<file path="src/rtl/dr_pkg.sv">
package dr_pkg;
  // pair code as {rail1, rail0}
  typedef enum logic [1:0] {
    DR_NULL = 2'b00,
    DR_ZERO = 2'b01,
    DR_ONE  = 2'b10,
    DR_BAD  = 2'b11
  } dr_code_e;

  function automatic int unsigned pow2_ceil(int unsigned n);
    int unsigned p;
    p = 1;
    while (p < n) p = p << 1;
    return p;
  endfunction
endpackage

</file>
<file path="src/rtl/dr_bit_classify.sv">
module dr_bit_classify
  import dr_pkg::*;
#(
  parameter int unsigned WIDTH = 8
) (
  input  logic [WIDTH-1:0] rail0_i,
  input  logic [WIDTH-1:0] rail1_i,
  output logic [WIDTH-1:0] present_o,
  output logic [WIDTH-1:0] bad_o,
  output logic [WIDTH-1:0] value_o
);
  for (genvar i = 0; i < WIDTH; i++) begin : g_bit
    dr_code_e code;
    assign code = dr_code_e'({rail1_i[i], rail0_i[i]});
    always_comb begin
      present_o[i] = 1'b1;
      bad_o[i]     = 1'b0;
      value_o[i]   = 1'b0;
      unique case (code)
        DR_NULL: present_o[i] = 1'b0;
        DR_ZERO: value_o[i]   = 1'b0;
        DR_ONE:  value_o[i]   = 1'b1;
        DR_BAD:  begin bad_o[i] = 1'b1; value_o[i] = 1'b1; end
        default: present_o[i] = 1'b0;
      endcase
    end
  end
endmodule

</file>
<file path="src/rtl/dr_c_elem.sv">
module dr_c_elem (
  input  logic clk_i,
  input  logic rst_ni,
  input  logic a_i,
  input  logic b_i,
  output logic z_o
);
  logic held_q;

  // follow on agreement, otherwise keep last value
  assign z_o = (a_i == b_i) ? a_i : held_q;

  always_ff @(posedge clk_i or negedge rst_ni) begin
    if (!rst_ni) held_q <= 1'b0;
    else         held_q <= z_o;
  end
endmodule

</file>
<file path="src/rtl/dr_c_tree.sv">
module dr_c_tree
  import dr_pkg::*;
#(
  parameter int unsigned LEAVES = 8
) (
  input  logic              clk_i,
  input  logic              rst_ni,
  input  logic [LEAVES-1:0] leaf_i,
  output logic              root_o
);
  localparam int unsigned PADDED = pow2_ceil(LEAVES);
  localparam int unsigned NODES  = 2 * PADDED - 1;

  logic [NODES-1:0] node;

  // pad slots copy leaf 0 so they never change the consensus
  for (genvar j = 0; j < PADDED; j++) begin : g_leaf
    if (j < LEAVES) begin : g_real
      assign node[PADDED-1+j] = leaf_i[j];
    end else begin : g_pad
      assign node[PADDED-1+j] = leaf_i[0];
    end
  end

  if (PADDED == 1) begin : g_single
    dr_c_elem u_cel (
      .clk_i (clk_i),
      .rst_ni(rst_ni),
      .a_i   (leaf_i[0]),
      .b_i   (leaf_i[0]),
      .z_o   (root_o)
    );
  end else begin : g_tree
    for (genvar k = 0; k < PADDED - 1; k++) begin : g_node
      dr_c_elem u_cel (
        .clk_i (clk_i),
        .rst_ni(rst_ni),
        .a_i   (node[2*k+1]),
        .b_i   (node[2*k+2]),
        .z_o   (node[k])
      );
    end
    assign root_o = node[0];
  end
endmodule

</file>
<file path="src/rtl/dr_done_detect.sv">
module dr_done_detect #(
  parameter int unsigned WIDTH = 8
) (
  input  logic             clk_i,
  input  logic             rst_ni,
  input  logic [WIDTH-1:0] rail0_i,
  input  logic [WIDTH-1:0] rail1_i,
  output logic             done_o,
  output logic [WIDTH-1:0] data_o,
  output logic             data_valid_o,
  output logic             illegal_o
);
  logic [WIDTH-1:0] present, bad, value;
  logic             root;
  logic             done_q, illegal_q;
  logic [WIDTH-1:0] data_q;

  dr_bit_classify #(.WIDTH(WIDTH)) u_classify (
    .rail0_i  (rail0_i),
    .rail1_i  (rail1_i),
    .present_o(present),
    .bad_o    (bad),
    .value_o  (value)
  );

  dr_c_tree #(.LEAVES(WIDTH)) u_tree (
    .clk_i (clk_i),
    .rst_ni(rst_ni),
    .leaf_i(present),
    .root_o(root)
  );

  always_ff @(posedge clk_i or negedge rst_ni) begin
    if (!rst_ni) begin
      done_q    <= 1'b0;
      illegal_q <= 1'b0;
      data_q    <= '0;
    end else begin
      done_q    <= root;
      illegal_q <= illegal_q | (|bad);
      data_q    <= value;
    end
  end

  assign done_o       = done_q;
  assign data_valid_o = done_q;
  assign data_o       = done_q ? data_q : '0;
  assign illegal_o    = illegal_q;
endmodule

</file>
<file path="config.mk">
export PLATFORM = sky130hd
export DESIGN_NAME = dr_done_detect
export DESIGN_NICKNAME = d
export VERILOG_FILES = /design/src/rtl/dr_pkg.sv /design/src/rtl/dr_bit_classify.sv /design/src/rtl/dr_c_elem.sv /design/src/rtl/dr_c_tree.sv /design/src/rtl/dr_done_detect.sv
export SDC_FILE = /design/constraint.sdc
export NUM_CORES = 1
export LEC_CHECK = 0
export BUFFER_PORTS_ARGS = -buffer_cell sky130_fd_sc_hd__buf_2
export CORE_MARGIN = 2
export CORE_UTILIZATION = 39
export CTS_CLUSTER_DIAMETER = 60
export CTS_CLUSTER_SIZE = 30
export DETAILED_ROUTE_END_ITERATION = 10
export PLACE_DENSITY = 0.71
export SETUP_SLACK_MARGIN = 0.4
export SLEW_MARGIN = 5
export SYNTH_ARGS = -nofsm -noshare
export SYNTH_HDL_FRONTEND = slang
export SYNTH_SLANG_ARGS = --single-unit
export TNS_END_PERCENT = 30
</file>
<file path="constraint.sdc">
create_clock -name clk_i -period 1.31 [get_ports clk_i]
set_input_delay 0 -clock clk_i [delete_from_list [all_inputs] [get_ports clk_i]]
set_output_delay 0 -clock clk_i [all_outputs]
set_load 0.005 [all_outputs]
</file>
; ---- Word level (Yosys, flattened, before mapping)
; Index checks and enable logic that the tools add are counted.
[word_totals]
regBits = 16
input_bits = 18
output_inout_bits = 11
wordCells = 81
[op_classes]
eq_ne = 23
mux = 31
bitwise_logic = 1
n_reduce_logical = 17
[ops]
columns = op, n
row1 = $eq 2x2->1 const B, 16
row2 = $mux 1, 30
row3 = $logic_not 2->1, 8
row4 = $reduce_or 2->1, 8
row5 = $mux 8, 1
row6 = $reduce_or 8->1, 1
row7 = $eq 1x1->1, 7
row8 = $or 1x1->1, 1

; ---- Depth between registers and ports, before layout
; Gate-level depths: netlist (run 1).
[logic_depth]
ltp_word = 7
ltp_mapped = 4
mapped_depth_nobuf = 4

; ---- By module
; From an unflattened synthesis (run 1), not the netlist that was laid out.
[hier_totals]
cells_unflattened = 61
area_unflattened_um2 = 720.7
[modules_own_cells]
columns = module, instances, cells_each, area_per_inst_um2, seq_area_each_um2
row1 = dr_done_detect, 1, 23, 327.8, 250.2
row2 = dr_c_elem, 7, 2, 36.3, 25.0
row3 = dr_bit_classify, 1, 24, 138.9, 0.0

; ---- Worst setup path before layout (run 1)
; OpenSTA, ideal clock, no wires.
[synth_timing]
path_type = register -> register
start = register u_tree.g_tree.g_node[6].u_cel.held_q
end = register u_tree.g_tree.g_node[0].u_cel.held_q
setup_ps = 126
arrival_time_ps = 1260
t_required_ps = 1184
path_slack_ps = -76
stages_incl_launch_ff = 5
path_buffers = 0
synth_period_minus_slack_ps = 1386
path_cell_list = dfrtp_1 o32ai_1 nand2_1 maj3_2 maj3_2
[synth_between]
elab_chain_cells = 4
[synth_lines]
columns = element, line_no
row1 = from (decl), dr_c_elem.sv:8  ; logic held_q;
row2 = from (signal assigned), dr_c_elem.sv:15  ; else held_q <= z_o;
row3 = $mux 1, dr_c_elem.sv:11  ; assign z_o = (a_i == b_i) ? a_i : held_q;
row4 = via u_tree.g_tree.g_node[2].u_cel.b_i, dr_c_elem.sv:5  ; input logic b_i,
row5 = $eq 1x1->1, dr_c_elem.sv:11
row6 = $mux 1, dr_c_elem.sv:11
row7 = via u_tree.g_tree.g_node[0].u_cel.b_i, dr_c_elem.sv:5
row8 = $eq 1x1->1, dr_c_elem.sv:11
row9 = to (signal assigned), dr_c_elem.sv:15
row10 = to (decl), dr_c_elem.sv:8
; The timed path passes the listed nets, and every way through them passes these cells.
; A chain may end at the register's enable or synchronous reset.

; ---- Worst setup path after layout (run 1)
[layout_timing]
start = register u_tree.g_tree.g_node[4].u_cel.held_q
end = register u_tree.g_tree.g_node[0].u_cel.held_q
[layout_between]
elab_chain_cells = 4
[layout_lines]
columns = element, line_no
row1 = from (decl), dr_c_elem.sv:8
row2 = from (signal assigned), dr_c_elem.sv:15
row3 = $mux 1 *, dr_c_elem.sv:11
row4 = via u_tree.g_tree.g_node[1].u_cel.b_i, dr_c_elem.sv:5
row5 = $eq 1x1->1 *, dr_c_elem.sv:11
row6 = $mux 1 *, dr_c_elem.sv:11
row7 = via u_tree.g_tree.g_node[0].u_cel.a_i, dr_c_elem.sv:4  ; input logic a_i,
row8 = $eq 1x1->1, dr_c_elem.sv:11
; Mark *: on every way through the listed nets, which the timed path passes. The rest lies on a longest branch.

==> parameters.txt, run 1 <==
Parameter                              Value

Global routing
  Vias in the first global route ... 475
  Overall global routing resource usage ... 0.159
  Final global-route overflow total ... 0
  First-pass GRT wire length ... 2170 um
  Antenna violations before repair ... 0
  Maximum number of pins on one net before global-route repair ... 17

Critical path
  Slack of the worst reg-to-reg path ... -0.15 ns
  Number of cell instances on the worst register-to-register path ... 4
  CP Class ... flop to flop
  CP Capture Type ... flop
  Reg2Reg Capture Point ... u_tree.g_tree.g_node[0].u_cel.held_q
  CP max FO ... 2
  Data arrival, critical path ... 1.65 ns
  RR Startpoint ... u_tree.g_tree.g_node[4].u_cel.held_q
  Startpoint type of the worst setup path ... flop
  Required time at the endpoint of the critical path ... 1.49 ns

Logic synthesis
  Sequential area share after synthesis ... 0.635
  Leading post-synthesis cells by cell area ... sky130_fd_sc_hd__dfrtp_1, sky130_fd_sc_hd__and2_1, sky130_fd_sc_hd__o32ai_1, sky130_fd_sc_hd__maj3_2, sky130_fd_sc_hd__clkbuf_1
  Distinct cell type count after synthesis ... 13
  Synthesized netlist net count ... 71
  Area share of the leading cell type in the synthesized netlist ... 0.635
  Dominant synthesized flop cell ... sky130_fd_sc_hd__dfrtp_1
  EDFF count, synth ... 0
  Gate count of the mapped netlist ... 53
  Mean instance size in the synthesized netlist ... 11.9 um^2
  Post-synthesis async set-or-reset flop share ... 1.00
  Total of warnings raised by yosys ... 0
  Cell area after technology mapping ... 631 um^2
  Most frequent cell after synthesis ... sky130_fd_sc_hd__dfrtp_1
  Register bit count reported by yosys ... 16
  Cell type with the highest aggregate area in the netlist ... sky130_fd_sc_hd__dfrtp_1
  Most numerous cell types in the synthesized netlist ... sky130_fd_sc_hd__dfrtp_1, sky130_fd_sc_hd__and2_1, sky130_fd_sc_hd__clkbuf_1

Floorplan
  Die span in y ... 44.2 um
  Std-Cell Rows ... 14
  I/O Pins ... 29
  Placeable core area ... 0.00151 mm^2
  Initial core utilization ... 0.419
  Die W ... 44.2 um
  Die footprint ... 0.00195 mm^2

Cells and area
  Post-synthesis to final-layout area growth ... 51.2%
  Utilization after layout ... 0.633
  Layout net count ... 108
  N_diodes ... 0
  Post-route cell area ... 953 um^2
  Layout cells sized above 1 ... 0.472

Clock network
  Sink Count ... 16
  Maximum count of clock buffers along a single path ... 2
  Hold_buf cts ... 11
  TritonCTS buffer count ... 3
  CTS tree ... done
  Clock-pin slew on the worst setup and hold paths ... 0.09 ns
  Clock latency reported for the late side of the worst-skew pair ... 0.29 ns
  H-Tree Depth ... 1
  Root Buffer Master ... sky130_fd_sc_hd__clkbuf_4

Timing
  Final period utilization ... 1.12
  Max Freq ... 683 MHz
  Layout Skew ... 0.000178 ns
  Unrepaired setup endpoints after global routing ... yes
  Crit path setup slack, layout ... -0.154 ns
  # setup viols final ... 1
  Number of pins with negative max-slew slack in the final report ... 0
  Slew margin rel. ... 0.773
  Final hold violation count ... 3
  Worst hold slack after final layout ... -0.0113 ns
  Crit path time final ... 1.46 ns
  Pin slew with the least headroom to its limit ... 0.340 ns

Power
  Maximum VDD drop ... 961 uV
  Leak Pwr ... 0.412 nW
  PwrDens ... 1020 mW/mm^2

Status
  Outcome ... complete, but fails checks
  Violations in the final reports ... hold timing, setup timing

Drt
  Vias after detailed routing ... 524
  Remaining DRCs ... 0
  Post-DR wirelength/cell ... 13.7 um
  Routed wire length ... 1440 um
  Per-cell via count in the routed design ... 4.99
  DRT Pass-1 Iters ... 4
  Number of violations reported at the end of detailed-routing iteration 0 ... 11
  Final antenna-violating net count ... 0

Hold path
  Endpoint of the worst hold path ... illegal_o
  Worst hold path stage count ... 3
  Min-Delay Startpoint ... rail1_i[0]
  Hold Crit Class ... input pin to flop

Place
  RePlAce Congestion ... 0.727
  Post-Place Cell Area ... 761 um^2
  IO buf count ... 28

Job
  Reported max-cap violation count ... 0
[worst max-delay path, stage by stage (launching register included)]
cell and delay, ns:
sky130_fd_sc_hd__dfrtp_1 0.40, sky130_fd_sc_hd__o32ai_2 0.21, sky130_fd_sc_hd__nand2_1 0.13, sky130_fd_sc_hd__maj3_2 0.33, sky130_fd_sc_hd__maj3_2 0.29
[routing by layer]
metal / GRT usage / up-vias / wire, um / share of wire
met5: 0 / - / 0 / 0
met1: 0.200 / 252 / 588 / 0.41
met4: 0.0364 / 0 / 13 / 0.0090
met2: 0.250 / 17 / 740 / 0.51
li1: - / 253 / - / -
met3: 0.0776 / 2 / 98 / 0.068
[layout by cell type, fill, tap and decap left out, types with 2 or more instances in the layout]
| cell | n |
|---|---|
| sky130_fd_sc_hd__nand2_1 | 4 |
| sky130_fd_sc_hd__maj3_2 | 3 |
| sky130_fd_sc_hd__clkbuf_4 | 3 |
| sky130_fd_sc_hd__o32ai_2 | 3 |
| sky130_fd_sc_hd__dlygate4sd3_1 | 10 |
| sky130_fd_sc_hd__dfrtp_1 | 16 |
| sky130_fd_sc_hd__and2_1 | 8 |
| sky130_fd_sc_hd__buf_6 | 2 |
| sky130_fd_sc_hd__buf_2 | 28 |
| sky130_fd_sc_hd__o21ai_0 | 4 |
[registers in the layout, summed over array words and instances (netlist names)]
name	count
u_tree.g_tree.g_node.u_cel.held_q	7
illegal_o	1
data_q	8
[per-stage QoR]
| stage | setup TNS [ns] | total power, mW | worst slack [ns] | hold slack [ns] | instances |
|---|---|---|---|---|---|
| after floorplan | -0.0757 | 0.563 | -0.0757 | -0.296 | 53 |
| after global placement | -0.131 | 0.618 | -0.131 | -0.0782 | 89 |
| after detailed placement | -0.143 | 0.620 | -0.143 | -0.0780 | 89 |
| after CTS | -0.157 | 0.967 | -0.157 | -0.0186 | 105 |
| after global routing | -0.200 | 1.03 | -0.200 | -0.0187 | 105 |
| final | -0.154 | 0.972 | -0.154 | -0.0113 | 105 |
[report_power, final]
part | internal [mW] | switching, mW | total, mW
clock | 0.169 | 0.151 | 0.320
sequential | 0.511 | 0.00564 | 0.517
combinational | 0.0755 | 0.0593 | 0.135
total | 0.756 | 0.216 | 0.972
[what timing repair did]
| item | CTS | global route |
|---|---|---|
| gates resized for setup | 2 | 5 |
| hold endpoints to repair | 28 | 3 |
| endpoints found under the setup margin | 14 | 16 |
| pin swaps | 2 | 6 |
| setup buffers | 1 | 0 |
[layout make-up]
class	count	area, um^2
clock buffers	4	36.3
multi-input cells	28	221
fillers	110	553
repair buffers	41	275
well taps	16	20.0
flip-flops and latches	16	400
[worst max-delay path by stage]
stage / from / end / cells past startpoint
5_1_grt: u_tree.g_tree.g_node[4].u_cel.held_q / u_tree.g_tree.g_node[0].u_cel.held_q / 4
2_1_floorplan: u_tree.g_tree.g_node[6].u_cel.held_q / u_tree.g_tree.g_node[0].u_cel.held_q / 4
4_1_cts: u_tree.g_tree.g_node[6].u_cel.held_q / u_tree.g_tree.g_node[0].u_cel.held_q / 4
3_3_place_gp: u_tree.g_tree.g_node[6].u_cel.held_q / u_tree.g_tree.g_node[0].u_cel.held_q / 4
3_5_place_dp: u_tree.g_tree.g_node[6].u_cel.held_q / u_tree.g_tree.g_node[0].u_cel.held_q / 4
6_report: u_tree.g_tree.g_node[4].u_cel.held_q / u_tree.g_tree.g_node[0].u_cel.held_q / 4
[kinds of logic (layout without fill, tap and decap cells)]
kind of cell,Yosys count,count (layout),synth area share
flip-flops,16,16,0.635
AO/OA/AOI/OAI,12,12,0.141
AND/OR/NAND/NOR,13,13,0.111
buffers and inverters,9,45,0.0595
adder cells (fa/ha/maj),3,3,0.0536
Power figures use the tool's default switching activity.
==> run 2: changes to the inputs <==
--- a/config.mk
+++ b/config.mk
@@ -5,13 +5,13 @@
 export SDC_FILE = /design/constraint.sdc
 export NUM_CORES = 1
 export LEC_CHECK = 0
+export ABC_AREA = 1
 export BUFFER_PORTS_ARGS = -buffer_cell sky130_fd_sc_hd__buf_2
 export CORE_MARGIN = 2
-export CORE_UTILIZATION = 39
-export CTS_CLUSTER_DIAMETER = 60
+export CORE_UTILIZATION = 41
 export CTS_CLUSTER_SIZE = 30
 export DETAILED_ROUTE_END_ITERATION = 10
-export PLACE_DENSITY = 0.71
+export PLACE_DENSITY = 0.72
 export SETUP_SLACK_MARGIN = 0.4
 export SLEW_MARGIN = 5
 export SYNTH_ARGS = -nofsm -noshare
==> parameters.txt, run 2 <==
Parameter                              Value

Global routing
  Maximum number of pins on one net before global-route repair ... 17 (unchanged)
  Antenna violations before repair ... 0 (unchanged)
  Final global-route overflow total ... 0 (unchanged)
  Overall global routing resource usage ... 0.166 (was 0.159)
  Vias in the first global route ... 608 (was 475)
  First-pass GRT wire length ... 2390 um (was 2170 um)

Drt
  DRT Pass-1 Iters ... 4 (unchanged)
  Routed wire length ... 1650 um (was 1440 um)
  Per-cell via count in the routed design ... 4.40 (was 4.99)
  Vias after detailed routing ... 687 (was 524)
  Final antenna-violating net count ... 0 (unchanged)
  Post-DR wirelength/cell ... 10.6 um (was 13.7 um)
  Remaining DRCs ... 0 (unchanged)
  Number of violations reported at the end of detailed-routing iteration 0 ... 10 (was 11)

Cells and area
  Layout cells sized above 1 ... 0.427 (was 0.472)
  Post-synthesis to final-layout area growth ... 46.6% (was 51.2%)
  Max reg flops ... 8 (unchanged)
  N_diodes ... 0 (unchanged)
  Utilization after layout ... 0.636 (was 0.633)
  Most frequent cells in the layout ... sky130_fd_sc_hd__buf_2, sky130_fd_sc_hd__nand2_1, sky130_fd_sc_hd__dfrtp_1, sky130_fd_sc_hd__nand2_2, sky130_fd_sc_hd__dlygate4sd3_1 (was sky130_fd_sc_hd__buf_2, sky130_fd_sc_hd__dfrtp_1, sky130_fd_sc_hd__dlygate4sd3_1, sky130_fd_sc_hd__and2_1)
  Top reg by flops ... data_q (unchanged)
  Most common library cell in the layout ignoring fill and taps ... sky130_fd_sc_hd__buf_2 (unchanged)
  Layout net count ... 150 (was 108)

Place
  IO buf count ... 28 (unchanged)
  Pre-CTS worst setup slack ... 0.310 ns (was -0.143 ns)
  RePlAce Congestion ... 0.738 (was 0.727)
  HPWL after DPL ... 1090 um

Job
  Reported max-cap violation count ... 0 (unchanged)

Logic synthesis
  Total of warnings raised by yosys ... 0 (unchanged)
  EDFF count, synth ... 0 (unchanged)
  Cell type with the highest aggregate area in the netlist ... sky130_fd_sc_hd__dfrtp_1 (unchanged)
  Sequential area share after synthesis ... 0.534 (was 0.635)
  Post-synthesis async set-or-reset flop share ... 1.00 (unchanged)
  Gate count of the mapped netlist ... 93 (was 53)
  Area share of the leading cell type in the synthesized netlist ... 0.534 (was 0.635)
  Cell area after technology mapping ... 749 um^2 (was 631 um^2)
  Dominant synthesized flop cell ... sky130_fd_sc_hd__dfrtp_1 (unchanged)
  Distinct cell type count after synthesis ... 17 (was 13)
  Register bit count reported by yosys ... 16 (unchanged)
  Synthesized netlist net count ... 111 (was 71)
  Most frequent cell after synthesis ... sky130_fd_sc_hd__nand2_1 (was sky130_fd_sc_hd__dfrtp_1)
  Most numerous cell types in the synthesized netlist ... sky130_fd_sc_hd__nand2_1, sky130_fd_sc_hd__dfrtp_1, sky130_fd_sc_hd__inv_1 (was sky130_fd_sc_hd__dfrtp_1, sky130_fd_sc_hd__and2_1, sky130_fd_sc_hd__clkbuf_1)
  Mean instance size in the synthesized netlist ... 8.06 um^2 (was 11.9 um^2)
  Leading post-synthesis cells by cell area ... sky130_fd_sc_hd__dfrtp_1, sky130_fd_sc_hd__nand2_1, sky130_fd_sc_hd__inv_1, sky130_fd_sc_hd__nand2_2, sky130_fd_sc_hd__clkbuf_1 (was sky130_fd_sc_hd__dfrtp_1, sky130_fd_sc_hd__and2_1, sky130_fd_sc_hd__o32ai_1, sky130_fd_sc_hd__maj3_2, sky130_fd_sc_hd__clkbuf_1)

Timing
  Final hold violation count ... 1 (was 3)
  Final period utilization ... 0.800 (was 1.12)
  Pin slew with the least headroom to its limit ... 0.354 ns (was 0.340 ns)
  Layout Skew ... 0.00342 ns (was 0.000178 ns)
  Crit path time final ... 1.05 ns (was 1.46 ns)
  Max Freq ... 954 MHz (was 683 MHz)
  Worst hold slack after final layout ... -0.0197 ns (was -0.0113 ns)
  Unrepaired setup endpoints after global routing ... yes (unchanged)
  Slew margin rel. ... 0.764 (was 0.773)
  Number of pins with negative max-slew slack in the final report ... 0 (unchanged)
  Crit path setup slack, layout ... 0.262 ns (was -0.154 ns)
  # setup viols final ... 0 (was 1)
  Setup Total Neg Slack ... 0 ns (was -0.154 ns)

Power
  Leak Pwr ... 0.609 nW (was 0.412 nW)
  Maximum VDD drop ... 482 uV (was 961 uV)
  PwrDens ... 910 mW/mm^2 (was 1020 mW/mm^2)

Clock network
  H-Tree Depth ... 1 (unchanged)
  Maximum count of clock buffers along a single path ... 2 (unchanged)
  CTS tree ... done (unchanged)
  TritonCTS buffer count ... 3 (unchanged)
  Sink Count ... 16 (unchanged)
  Clock latency reported for the late side of the worst-skew pair ... 0.29 ns (about the same)
  Clock-pin slew on the worst setup and hold paths ... 0.09 ns (about the same)
  Root Buffer Master ... sky130_fd_sc_hd__clkbuf_4 (unchanged)
  Hold_buf cts ... 13 (was 11)

Critical path
  CP max FO ... 6 (was 2)
  Required time at the endpoint of the critical path ... 1.31 ns (was 1.49 ns)
  Number of cell instances on the worst register-to-register path ... 7 (was 4)
  Startpoint type of the worst setup path ... flop (unchanged)
  Cells along the critical path ... buf_6 > nand2_1 > inv_1 > buf_2 (was o32ai_2 > nand2_1 > maj3_2 > maj3_2)
  Max stage delay cell, worst path ... sky130_fd_sc_hd__dfrtp_2 (was sky130_fd_sc_hd__dfrtp_1)
  Worst stage delay on the critical path ... 0.43 ns (was 0.40 ns)
  CP Class ... flop to primary output (was flop to flop)
  CP Capture Type ... primary output (was flop)
  Data arrival, critical path ... 1.05 ns (was 1.65 ns)

Floorplan
  I/O Pins ... 29 (unchanged)
  Die footprint ... 0.00219 mm^2 (was 0.00195 mm^2)
  Placeable core area ... 0.00173 mm^2 (was 0.00151 mm^2)
  Std-Cell Rows ... 15 (was 14)
  Die span in y ... 46.8 um (was 44.2 um)
  Initial core utilization ... 0.434 (was 0.419)
  Die W ... 46.8 um (was 44.2 um)

Status
  Violations in the final reports ... hold timing (was hold timing, setup timing)
  Outcome ... complete, but fails checks (unchanged)

Hold path
  Worst hold path stage count ... 3 (unchanged)
  Hold Crit Class ... input pin to flop (unchanged)
-- run 2: cell count changes after synthesis, moves of 2 or more --
cell,before,now
sky130_fd_sc_hd__inv_1,0,14
sky130_fd_sc_hd__nand3_1,1,3
sky130_fd_sc_hd__or2_1,0,2
sky130_fd_sc_hd__nand3b_1,0,2
sky130_fd_sc_hd__maj3_2,3,0
sky130_fd_sc_hd__o32ai_1,4,0
sky130_fd_sc_hd__nor2_1,0,4
sky130_fd_sc_hd__nand2_2,0,8
sky130_fd_sc_hd__and2_1,8,0
sky130_fd_sc_hd__inv_2,0,2
sky130_fd_sc_hd__o21ai_1,0,2
sky130_fd_sc_hd__nand2_1,4,23
sky130_fd_sc_hd__o21ai_0,4,2
-- run 2: through the flow --
stage,hold WS [ns],instance area [um^2],total power [mW],cells
2_1_floorplan,-0.296,749,0.583,93
4_1_cts,-0.00237,1050,0.996,153
5_1_grt,-0.00349,1100,1.05,156
3_3_place_gp,-0.0717,880,0.636,136
3_5_place_dp,-0.0676,880,0.640,136
6_report,-0.0197,1100,1.00,156
-- run 2: critical path: cells and delay by family, from the launching register on --
kind | cells | cell delay [ns]
DFF | 1 | 0.43
buffers and inverters | 3 | 0.28
and+or+nand+nor | 1 | 0.05
-- run 2: report_power, final --
part	total (mW)	internal (mW)	switching, mW
clock network	0.333	0.169	0.163
registers	0.518	0.511	0.00711
logic	0.149	0.0771	0.0720
-- run 2: per-layer routing --
layer | global-route usage | wire length, um
met5 | 0 | 0
met4 | 0.144 | 38
met3 | 0.0231 | 57
met2 | 0.303 | 916
met1 | 0.161 | 639
-- run 2: final cells by class --
type | count | area [um^2]
Multi-Input combinational cell | 51 | 269
Inverter | 16 | 60.1
Tap cell | 25 | 31.3
Fill cell | 140 | 628
Sequential cell | 16 | 402
Clock buffer | 4 | 36.3
Timing Repair Buffer | 44 | 300
-- run 2: worst paths after layout --
check | startpoint | end | slack (ns)
worst max-delay path | u_tree.g_tree.g_node[0].u_cel.held_q | data_o[4] | 0.26
worst min-delay path | rail1_i[3] | u_tree.g_tree.g_node[4].u_cel.held_q | -0.02
worst max register to register | u_tree.g_tree.g_node[5].u_cel.held_q | u_tree.g_tree.g_node[0].u_cel.held_q | 0.26
worst min register to register | illegal_o | illegal_o | 0.51
max in group asynchronous | rst_ni | u_tree.g_tree.g_node[0].u_cel.held_q | 0.87
min in group asynchronous | rst_ni | u_tree.g_tree.g_node[3].u_cel.held_q | 0.16
-- run 2: timing repair --
action | in CTS | in global routing
pin swaps | 0 | 2
endpoints found under the setup margin | 12 | 14
gates resized for setup | 1 | 13
endpoints found under the hold margin | 26 | 1
setup buffers | 0 | 3
-- run 2: cell families (layout without fill, tap and decap cells) --
group / after synthesis / count (layout) / synth area share
AO/OA/AOI/OAI: 8 / 8 / 0.0634
buffers and inverters: 26 / 64 / 0.135
flip-flops: 16 / 16 / 0.534
AND/OR/NAND/NOR: 43 / 43 / 0.267
==> run 3: changes to the inputs <==
--- a/config.mk
+++ b/config.mk
@@ -8,10 +8,10 @@
 export ABC_AREA = 1
 export BUFFER_PORTS_ARGS = -buffer_cell sky130_fd_sc_hd__buf_2
 export CORE_MARGIN = 2
-export CORE_UTILIZATION = 41
+export CORE_UTILIZATION = 46
 export CTS_CLUSTER_SIZE = 30
 export DETAILED_ROUTE_END_ITERATION = 10
-export PLACE_DENSITY = 0.72
+export PLACE_DENSITY = 0.76
 export SETUP_SLACK_MARGIN = 0.4
 export SLEW_MARGIN = 5
 export SYNTH_ARGS = -nofsm -noshare
==> constraint.sdc (replaced) <==
create_clock -name clk_i -period 1.1 [get_ports clk_i]
set_input_delay 0 -clock clk_i [delete_from_list [all_inputs] [get_ports clk_i]]
set_output_delay 0 -clock clk_i [all_outputs]
set_load 0.005 [all_outputs]
==> parameters.txt, run 3 (same netlist as run 2, synthesis figures left out) <==
Parameter                              Value

Cells and area
  Most common library cell in the layout ignoring fill and taps ... sky130_fd_sc_hd__buf_2 (unchanged)
  Layout cells sized above 1 ... 0.508 (was 0.427)
  N_diodes ... 0 (unchanged)
  Most frequent cells in the layout ... sky130_fd_sc_hd__buf_2, sky130_fd_sc_hd__nand2_1, sky130_fd_sc_hd__dfrtp_1, sky130_fd_sc_hd__nand2_2, sky130_fd_sc_hd__inv_1 (was sky130_fd_sc_hd__buf_2, sky130_fd_sc_hd__nand2_1, sky130_fd_sc_hd__dfrtp_1, sky130_fd_sc_hd__nand2_2, sky130_fd_sc_hd__dlygate4sd3_1)
  Total area of multi-input combinational cells ... 314 um^2 (was 269 um^2)
  Utilization after layout ... 0.736 (was 0.636)
  Layout net count ... 145 (was 150)
  Sequential cell area ... 402 um^2 (unchanged)
  Post-synthesis to final-layout area growth ... 49.8% (was 46.6%)
  Filler cells ... 110 (was 140)
  Max reg flops ... 8 (unchanged)
  Final standard cell count with taps included and fillers excluded ... 142 (was 156)
  Top reg by flops ... data_q (unchanged)

Clock network
  H-Tree Depth ... 1 (unchanged)
  Root Buffer Master ... sky130_fd_sc_hd__clkbuf_4 (unchanged)
  TritonCTS buffer count ... 3 (unchanged)
  Clock-pin slew on the worst setup and hold paths ... 0.10 ns (was 0.09 ns)
  Sink Count ... 16 (unchanged)
  Clock latency reported for the late side of the worst-skew pair ... 0.28 ns (was 0.29 ns)
  CTS tree ... done (unchanged)
  Maximum count of clock buffers along a single path ... 2 (unchanged)

Critical path
  RR Startpoint ... u_tree.g_tree.g_node[5].u_cel.held_q (unchanged)
  Reg2Reg Capture Point ... u_tree.g_tree.g_node[0].u_cel.held_q (unchanged)
  Worst path most repeated cell ... sky130_fd_sc_hd__nand2_1
  CP Capture Type ... flop (was primary output)
  CP Class ... flop to flop (was flop to primary output)
  Number of cell instances on the worst register-to-register path ... 7 (unchanged)
  Max stage delay cell, worst path ... sky130_fd_sc_hd__dfrtp_1 (was sky130_fd_sc_hd__dfrtp_2)
  Critical path launch point ... u_tree.g_tree.g_node[5].u_cel.held_q (was u_tree.g_tree.g_node[0].u_cel.held_q)
  Cells along the critical path ... nand3b_1 > nand2_1 > nand2_2 > nand2_2 > nand3_2 > nand2_1 > nand2_1 (was buf_6 > nand2_1 > inv_1 > buf_2)
  Data arrival, critical path ... 1.28 ns (was 1.05 ns)
  Startpoint type of the worst setup path ... flop (unchanged)
  Worst stage delay on the critical path ... 0.40 ns (was 0.43 ns)
  CP max FO ... 2 (was 6)
  Slack of the worst reg-to-reg path ... -0.003 ns (was 0.26 ns)
  Critical path capture point ... u_tree.g_tree.g_node[0].u_cel.held_q (was data_o[4])
  Required time at the endpoint of the critical path ... 1.28 ns (was 1.31 ns)

Global routing
  Maximum number of pins on one net before global-route repair ... 17 (unchanged)
  Overall global routing resource usage ... 0.175 (was 0.166)
  Final global-route overflow total ... 0 (unchanged)
  Vias in the first global route ... 651 (was 608)
  First-pass GRT wire length ... 2480 um (was 2390 um)
  Antenna violations before repair ... 0 (unchanged)

Power
  Total Power ... 1.20 mW (was 1.00 mW)
  Leak Pwr ... 0.628 nW (was 0.609 nW)
  PwrDens ... 1070 mW/mm^2 (was 910 mW/mm^2)
  Maximum VDD drop ... 608 uV (was 482 uV)

Timing
  # setup viols final ... 1 (was 0)
  Crit path setup slack, layout ... -0.00336 ns (was 0.262 ns)
  Max Freq ... 906 MHz
  Layout Skew ... 0.000569 ns (was 0.00342 ns)
  Final period utilization ... 1.00
  Pin slew with the least headroom to its limit ... 0.368 ns (was 0.354 ns)
  Final hold violation count ... 1 (unchanged)
  Slew margin rel. ... 0.755 (was 0.764)
  Crit path time final ... 1.10 ns
  Unrepaired setup endpoints after global routing ... yes (unchanged)
  Number of pins with negative max-slew slack in the final report ... 0 (unchanged)
  Worst hold slack after final layout ... -0.0296 ns (was -0.0197 ns)

Drt
  Remaining DRCs ... 0 (unchanged)
  Post-DR wirelength/cell ... 11.9 um (was 10.6 um)
  DRT Pass-1 Iters ... 3 (was 4)
  Vias after detailed routing ... 663 (was 687)
  Number of violations reported at the end of detailed-routing iteration 0 ... 13 (was 10)
  Routed wire length ... 1690 um (was 1650 um)
  Per-cell via count in the routed design ... 4.67 (was 4.40)
  Final antenna-violating net count ... 0 (unchanged)

Place
  IO buf count ... 28 (unchanged)
  HPWL after DPL ... 1090 um (about the same)
  Count of placed standard cells including taps ... 127 (was 136)
  RePlAce Congestion ... 0.714 (was 0.738)
  Pre-CTS worst setup slack ... 0.0695 ns (was 0.310 ns)

Job
  Reported max-cap violation count ... 0 (unchanged)

Status
  Outcome ... complete, but fails checks (unchanged)
  Violations in the final reports ... hold timing, setup timing (was hold timing)

Floorplan
  Die span in y ... 44.4 um (was 46.8 um)
  I/O Pins ... 29 (unchanged)
  Placeable core area ... 0.00152 mm^2 (was 0.00173 mm^2)
  Std-Cell Rows ... 14 (was 15)
  Die W ... 44.4 um (was 46.8 um)
  Initial core utilization ... 0.492 (was 0.434)
  Die footprint ... 0.00197 mm^2 (was 0.00219 mm^2)

Hold path
  Hold Crit Class ... input pin to flop (unchanged)
## run 3: changes by cell type in the layout (fill, tap and decap cells not counted), sizes merged
| cell | delta |
|---|---|
| buf | -1 |
| dlymetal6s4s | +3 |
| dlygate4sd3 | -7 |
## run 3: worst min path at each step
stage / start / end / depth (start not counted)
6_report: rail0_i[4] / illegal_o / 3
5_1_grt: rail0_i[4] / illegal_o / 3
4_1_cts: rail1_i[4] / data_q[4] / 1
3_5_place_dp: rst_ni / data_q[0] / 1
3_3_place_gp: rst_ni / data_q[0] / 1
2_1_floorplan: rst_ni / data_q[0] / 0
## run 3: area by class of cell
| class | count | share of cell area |
|---|---|---|
| inverters | 16 | 0.0535 |
| well taps | 16 | 0.0178 |
| repair buffers | 39 | 0.259 |
| multi-input cells | 51 | 0.280 |
| flip-flops and latches | 16 | 0.358 |
| clock buffers | 4 | 0.0323 |
## run 3: report_power, final
group          internal (mW)  switching [mW]
Sequential             0.609          0.0128
Combinational         0.0986          0.0921
Clock                  0.201           0.187
Total                  0.909           0.292
## run 3: layer usage
metal	vias up	share of wire	routed length, um	global-route usage
met5	-	0	0	0
li1	334	-	-	-
met1	316	0.42	701	0.187
met3	2	0.023	39	0.0245
met2	11	0.55	934	0.318
met4	0	0.0053	9	0.115
## run 3: stage by stage
| step | TNS, ns | instance area, um^2 |
|---|---|---|
| floorplan | 0 | 749 |
| detailed placement | 0 | 868 |
| CTS | 0 | 986 |
| finish | -0.00336 | 1120 |
| global placement | 0 | 868 |
| global route | -0.114 | 1120 |
## run 3: worst max-delay path, delay by kind of cell, from the launching register on
kind             cells  cell delay (ns)
and+or+nand+nor      7             0.61
DFF                  1             0.40
## run 3: what timing repair did
action	4_1_cts	5_1_grt
setup buffers	0	2
endpoints found under the hold margin	25	2
pin swaps	0	12
endpoints found under the setup margin	18	19
gates resized for setup	1	31
hold buffers	8	1
